[src/rtl/nand_ecc_bank.sv]
module nand_ecc_bank #(
  parameter int NUM_ACC = 9,
  parameter int IDX_W   = 9,
  parameter int AW      = 4,
  parameter logic [31:0] CFG_MASK  = 32'h3FCF_F1FF,
  parameter logic [31:0] CFG_RESET = 32'h3FCF_F000
) (
  input  logic          clk,
  input  logic          rst_n,
  input  logic          in_valid,
  input  logic [7:0]    in_byte,
  input  logic          wr_en,
  input  logic [AW-1:0] wr_addr,
  input  logic [31:0]   wr_data,
  input  logic [AW-1:0] rd_addr,
  output logic [31:0]   rd_data
);
  localparam logic [AW-1:0] A_CTRL = AW'(0);
  localparam logic [AW-1:0] A_PTR  = AW'(1);
  localparam logic [AW-1:0] A_CFG  = AW'(2);
  localparam int            RES0   = 3;
  localparam logic [7:0]    CTRL_ARM = 8'h8F;

  logic [7:0]       ctrl;
  logic [3:0]       ptr;
  logic [31:0]      cfg;
  logic [5:0]       cp  [NUM_ACC];
  logic [IDX_W-1:0] lp0 [NUM_ACC];
  logic [IDX_W-1:0] lp1 [NUM_ACC];
  logic [IDX_W-1:0] idx [NUM_ACC];
  logic [NUM_ACC*32-1:0] res_flat;

  wire wr_ptr   = wr_en && (wr_addr == A_PTR);
  wire bulk_clr = wr_ptr && wr_data[8];
  wire ptr_bad  = (wr_data[3:0] == 4'd0) || (wr_data[3:0] > 4'(NUM_ACC));
  wire accept   = in_valid && ctrl[0] && (ptr != 4'd0);
  wire [3:0] sel = ptr - 4'd1;
  wire bpar = ^in_byte;
  wire [5:0] bcp = {^in_byte[7:4], ^in_byte[3:0],
                    ^{in_byte[7:6], in_byte[3:2]}, ^{in_byte[5:4], in_byte[1:0]},
                    ^{in_byte[7], in_byte[5], in_byte[3], in_byte[1]},
                    ^{in_byte[6], in_byte[4], in_byte[2], in_byte[0]}};

  always_ff @(posedge clk or negedge rst_n) begin
    if (!rst_n) begin
      ctrl <= 8'h00;
      ptr  <= 4'd0;
      cfg  <= CFG_RESET;
    end else if (wr_en) begin
      if (wr_addr == A_CTRL) ctrl <= CTRL_ARM;
      if (wr_addr == A_CFG)  cfg  <= wr_data & CFG_MASK;
      if (wr_addr == A_PTR) begin
        if (ptr_bad) begin
          ptr     <= 4'd0;
          ctrl[0] <= 1'b0;
        end else begin
          ptr <= wr_data[3:0];
        end
      end
    end
  end

  generate
    for (genvar g = 0; g < NUM_ACC; g++) begin : g_acc
      always_ff @(posedge clk or negedge rst_n) begin
        if (!rst_n) begin
          cp[g]  <= '0;
          lp0[g] <= '0;
          lp1[g] <= '0;
          idx[g] <= '0;
        end else if (bulk_clr) begin
          cp[g]  <= '0;
          lp0[g] <= '0;
          lp1[g] <= '0;
          idx[g] <= '0;
        end else if (accept && (sel == 4'(g))) begin
          cp[g]  <= cp[g] ^ bcp;
          lp1[g] <= lp1[g] ^ (idx[g] & {IDX_W{bpar}});
          lp0[g] <= lp0[g] ^ (~idx[g] & {IDX_W{bpar}});
          idx[g] <= idx[g] + 1'b1;
        end
      end
      assign res_flat[g*32 +: 32] = {4'b0, lp1[g], cp[g][5:3], 4'b0, lp0[g], cp[g][2:0]};
    end
  endgenerate

  always_comb begin
    rd_data = 32'h0;
    if (rd_addr == A_CTRL) rd_data = {24'h0, ctrl};
    if (rd_addr == A_PTR)  rd_data = {28'h0, ptr};
    if (rd_addr == A_CFG)  rd_data = cfg;
    for (int i = 0; i < NUM_ACC; i++)
      if (rd_addr == AW'(RES0 + i)) rd_data = res_flat[i*32 +: 32];
  end

  p_ptr_range_r3: assert property (@(posedge clk) disable iff (!rst_n)
    ptr <= 4'(NUM_ACC));

  p_bad_ptr_disarms_r3: assert property (@(posedge clk) disable iff (!rst_n)
    wr_en && wr_addr == A_PTR && (wr_data[3:0] == 4'd0 || wr_data[3:0] > 4'(NUM_ACC))
    |=> ptr == 4'd0 && !ctrl[0]);

  p_arm_value_r2: assert property (@(posedge clk) disable iff (!rst_n)
    wr_en && wr_addr == A_CTRL |=> ctrl == CTRL_ARM);

  p_bulk_clear_r4: assert property (@(posedge clk) disable iff (!rst_n)
    wr_en && wr_addr == A_PTR && wr_data[8] |=> res_flat == '0);

  p_idle_hold_r5: assert property (@(posedge clk) disable iff (!rst_n)
    !in_valid && !(wr_en && wr_addr == A_PTR && wr_data[8]) |=> $stable(res_flat));

  p_cfg_mask_r9: assert property (@(posedge clk) disable iff (!rst_n)
    (cfg & ~CFG_MASK) == 32'h0);
endmodule

[config.mk]
export PLATFORM = sky130hd
export DESIGN_NAME = nand_ecc_bank
export DESIGN_NICKNAME = d
export VERILOG_FILES = /design/src/rtl/nand_ecc_bank.sv
export SDC_FILE = /design/constraint.sdc
export NUM_CORES = 1
export LEC_CHECK = 0
export BUFFER_PORTS_ARGS = -buffer_cell sky130_fd_sc_hd__buf_2
export CORE_MARGIN = 5
export CORE_UTILIZATION = 50
export DETAILED_ROUTE_END_ITERATION = 8
export PLACE_DENSITY = 0.67
export SYNTH_ARGS = -nofsm -noshare
export SYNTH_HDL_FRONTEND = slang
export SYNTH_SLANG_ARGS = --single-unit
[constraint.sdc]
create_clock -name clk -period 6.44 [get_ports clk]
set_input_delay 1.932 -clock clk [delete_from_list [all_inputs] [get_ports clk]]
set_output_delay 1.932 -clock clk [all_outputs]
set_load 0.005 [all_outputs]
# Yosys cells after proc, flatten, opt, wreduce, memory -nomap -nowiden
# Cells that the tools add are included.
# Widths: inputs -> output; s select.
# word_totals
wordCells,252
output_inout_bits,32
in_bits,52
reg_bits,328
# classes
eq_ne,21
n_reduce_logical,38
bitwise,54
mux,88
addsub,10
magnitude_cmp,1
# ops
operator,n
$mux 9,54
$mux 32,11
$and 9x9->9,18
$xor 9x9->9,18
$mux 6,18
$add 9x1->9 const B,9
$not 9->9,9
$xor 6x6->6,9
$eq 4x3->1 const B,8
$reduce_xor 4->1,6
$eq 4x2->1 const B,5
$eq 4x4->1 const B,5
$reduce_bool 2->1,9
$logic_not 4->1,4
$logic_and 1x1->1,13
$eq 4x1->1 const B,3
$mux 8,1
$reduce_xor 8->1,1
$reduce_and 2->1,3
$gt 4x4->1 const B,1
$mux 4,1
$reduce_bool 4->1,1
$sub 4x1->4 const B,1
$mux 1,3
$logic_or 1x1->1,1

# Longest topological paths before layout
# logic_depth
word_depth,13
mapped_depth,8
ltp_nobuf,6

# Least setup slack after synthesis
# OpenSTA, ideal clock, no wires.
# synth_path
path_kind,input to output
from,input port rd_addr[0]
to,output port rd_data[3]
n_path_buf,5
arrival_time_ns,3.479
setup_slack_ns,1.029
cell_stages,8
cell_sequence,buf_2 -> buf_2 -> buf_2 -> buf_2 -> buf_1 -> a21oi_1 -> o21ai_0 -> o221ai_1
# synth_via
elab_chain_cells,13
# synth_lines
element,line,text
start: declaration,15,"input logic [AW-1:0] rd_addr,"
$logic_not 4->1,89,"if (rd_addr == A_CTRL) rd_data = {24'h0, ctrl};"
$mux 8,89,
$mux 32,90,"if (rd_addr == A_PTR) rd_data = {28'h0, ptr};"
$mux 32,91,if (rd_addr == A_CFG) rd_data = cfg;
$mux 32 (8 in series),93,if (rd_addr == AW'(RES0 + i)) rd_data = res_flat[i*32 +: 32];
$mux 32 *,93,
end: declaration,16,output logic [31:0] rd_data
# Mark *: on every way between the ends. The rest lies on a longest branch, timed or not.

# Worst setup path after layout
# layout_path
from,input port rd_addr[1]
to,output port rd_data[10]
# layout_via
elab_chain_cells,11
# layout_lines
element,line
$eq 4x2->1,91
$mux 32,91
$mux 32 (8 in series),93
$mux 32 *,93
# Marked as above.

==> run_results.csv <==
group,metric,value,unit
sta,fin_tns_setup,0,ps
clock_network,clkTransAtPathRegs,60,ps
detailed_routing,dr_wl_met3,4970,um
setup_path,regToRegStartpoint,"ptr[0]",
sta,maxSlewHeadroom,19.6,%
pwr,p_clk_share,34.5,%
floorplan,die_h,199,um
place,placedCellCount,2354,
pwr,finalPower,6.20,mW
floorplan,io-pin-count,84,
setup_path,setup.worst_path.class,"in2out",
cells_and_area,final_area,0.0198,mm^2
place,gp_congestion,0.990,
logic_synthesis,netlist_area,0.0178,mm^2
global_route,grt_pass1_vias,14821,
logic_synthesis,ys_types,63,
setup_path,worstSetupStartpointType,"primary input",
cells_and_area,nNetsFinal,1994,
sta,whs,512,ps
logic_synthesis,synth-async-reset-ratio,100,%
sta,worstMarginPinSlew,1200,ps
setup_path,timing.rr.end,"lp1[13]",
cells_and_area,diodes,0,
cells_and_area,postLayoutCoreUtil,55.9,%
cells_and_area,fill_cells,3187,
setup_path,crit_arrival,4090,ps
worst_hold_path,holdPathStages,1,
cells_and_area,seqCellArea,0.00823,mm^2
setup_path,rrSetupSlack,3420,ps
sta,fin_crit_sh,93.6,%
clock_network,post_cts_buffers,0,
detailed_routing,viasPerCell,6.53,
logic_synthesis,syn_inst,1949,
floorplan,die_area,0.0395,mm^2
detailed_routing,routed_wl,54200,um
detailed_routing,post_drt_wl_per_cell,22.4,um
setup_path,setup.worst_path.end_class,"primary output",
clock_network,cts_tree,"done",
detailed_routing,drt_iter0_markers,1777,
setup_path,reg2reg_depth,4,
clock_network,clock_latency,530,ps
logic_synthesis,syn_avg_cell_area,9.15,um^2
cells_and_area,multiInputGateArea,0.00871,mm^2
detailed_routing,ant_nets,0,
place,dp_hpwl,36300,um
global_route,grt_max_degree,155,
global_route,grt_use_total,26.9,%
pwr,p_seq_share,45.6,%
worst_hold_path,worstHoldEndpoint,"cfg[0]",
pwr,p_per_area,314,mW/mm^2
clock_network,cts_root_buf,"clkbuf_16",
worst_hold_path,hold_start,"cfg[0]",
detailed_routing,drcViolationCount,0,
floorplan,rows,69,
run,max_cap_viol_count,0,
place,preCtsSetupSlack,511,ps
pwr,p_sw_share,33.1,%
detailed_routing,wl_met1,22400,um
logic_synthesis,ys_seq_area_share,46.2,%
pwr,switching_power,2.05,mW
status,status,"complete, no violations",
clock_network,cts.sinks,328,
worst_hold_path,hp-class,"reg2reg",
detailed_routing,top_layer_used,"met5",
floorplan,initial_core_util,50.4,%
clock_network,hold_buffers,0,
clock_network,cts_buffers,38,
setup_path,critical_path_required,4510,ps
clock_network,cts.path.max_buffers,3,
detailed_routing,dr_wl_met2,24500,um
pwr,p_comb_share,19.9,%
global_route,antenna_found_initial,1,
cells_and_area,layout.cells.non_filler,2424,
floorplan,die_w,199,um
logic_synthesis,synth-edff-count,0,
pwr,power_leakage,8.12,nW
sta,max_freq,0.166,GHz
global_route,grt_pass1_wl,84700,um
logic_synthesis,yosysWarningCount,0,
place,dpl-instance-area,0.0185,mm^2
sta,period_needed,6030,ps
detailed_routing,firstDrtPassIters,6,
detailed_routing,vias,15829,
pwr,p_int,4.15,mW
floorplan,core-area,0.0354,mm^2
sta,finalHoldViolations,0,
place,portBuffers,74,
cells_and_area,drive_above_1_share,12.1,%
pwr,peakVddDrop,0.236,mV
logic_synthesis,synth_flop_cell,"dfrtp_1",
sta,drv_slew,0,
sta,report.final.setup_viol,0,
clock_network,cts_resized,0,
cells_and_area,synthToLayoutAreaGrowth,10.9,%
global_route,gr-total-overflow,0,
sta,finClkSkew,26.4,ps
clock_network,h-tree-depth,2,
logic_synthesis,ys_ff_latch,328,
sta,rsz0062_at_grt,"false",
sta,layout_setup_ws,413,ps
setup_path,critPathMaxFanout,9,
registers in the layout, indices dropped and copies added, names as in the netlist:
name and count:
cfg 25, cp 54, ctrl 2, idx 81
lp0 81, lp1 81, ptr 4
metal layers:
| layer | GRT usage, % | vias up |
|---|---|---|
| met3 | 6.05 | 153 |
| met5 | 0 | - |
| met4 | 10.1 | 2 |
| met1 | 38.1 | 7876 |
| li1 | - | 7154 |
| met2 | 40.7 | 644 |
power groups by stage:
stage	combinational, mW	clock, mW	sequential, mW
after detailed placement	1.22	0	2.85
final	1.24	2.14	2.83
after floorplan	0.892	0	2.68
after global placement	1.17	0	2.83
after global routing	1.37	2.26	2.87
after CTS	1.23	2.17	2.82
worst max-delay path by stage:
stage	from	to	slack [ps]
floorplan	rd_addr[0]	rd_data[3]	1030
global placement	rd_addr[1]	rd_data[10]	510
detailed placement	rd_addr[1]	rd_data[10]	510
CTS	rd_addr[1]	rd_data[10]	490
global route	rd_addr[1]	rd_data[10]	390
finish	rd_addr[1]	rd_data[10]	410
synthesized netlist by cell type (32+ instances only):
master | n | area share [%]
nor2_1 | 110 | 2.3
inv_1 | 65 | 1.4
nand2_1 | 128 | 2.7
o21ai_0 | 139 | 3.9
clkbuf_1 | 143 | 3.0
or4_1 | 131 | 5.5
or3_1 | 93 | 3.3
dfrtp_1 | 312 | 44
xnor2_1 | 64 | 3.1
mux2i_1 | 32 | 1.8
a21oi_1 | 276 | 7.7
mux2_2 | 35 | 2.2
o31ai_1 | 137 | 5.8
critical path: stages:
cell	delay, ps
buf_2	150
nor2b_1	630
o21ai_0	210
a221oi_1	570
o22ai_1	260
o21ai_0	170
buf_2	170
final cells by class:
cell class              instances  area share, %
multi-input cells            1384           44.0
flip-flops and latches        328           41.6
clock buffers                  63           6.01
repair buffers                116           3.97
well taps                     461           2.92
inverters                      65           1.23
clock inverters                 7          0.209
placed cells by master, fill, tap and decap left out, drive strengths merged, types with 7 or more instances in the layout:
cell,netlist,final
a21oi,276,276
a221oi,12,12
a22oi,17,17
and2,10,10
and3,15,15
buf,24,116
clkbuf,149,63
dfrtp,312,312
dfstp,16,16
ha,9,9
inv,65,66
mux2,35,35
mux2i,32,32
nand2,128,128
nand2b,9,9
nand3,12,12
nand4,25,25
nor2,110,110
nor2b,9,9
nor3,18,18
o21ai,139,139
o22ai,9,9
o2bb2ai,7,7
o31ai,137,137
or3,93,93
or4,131,131
xnor2,65,65
xor2,12,12
cell families after synthesis:
logic type | share of synthesized area [%]
and+or+nand+nor | 18.0
adders and majority gates | 0.632
AOI/OAI and AO/OA | 21.5
muxes | 4.64
xor gates and xnor gates | 3.83
other | 0.0210
buffers and inverters | 5.23
DFF | 46.2
(Power assumes the default switching activity.)
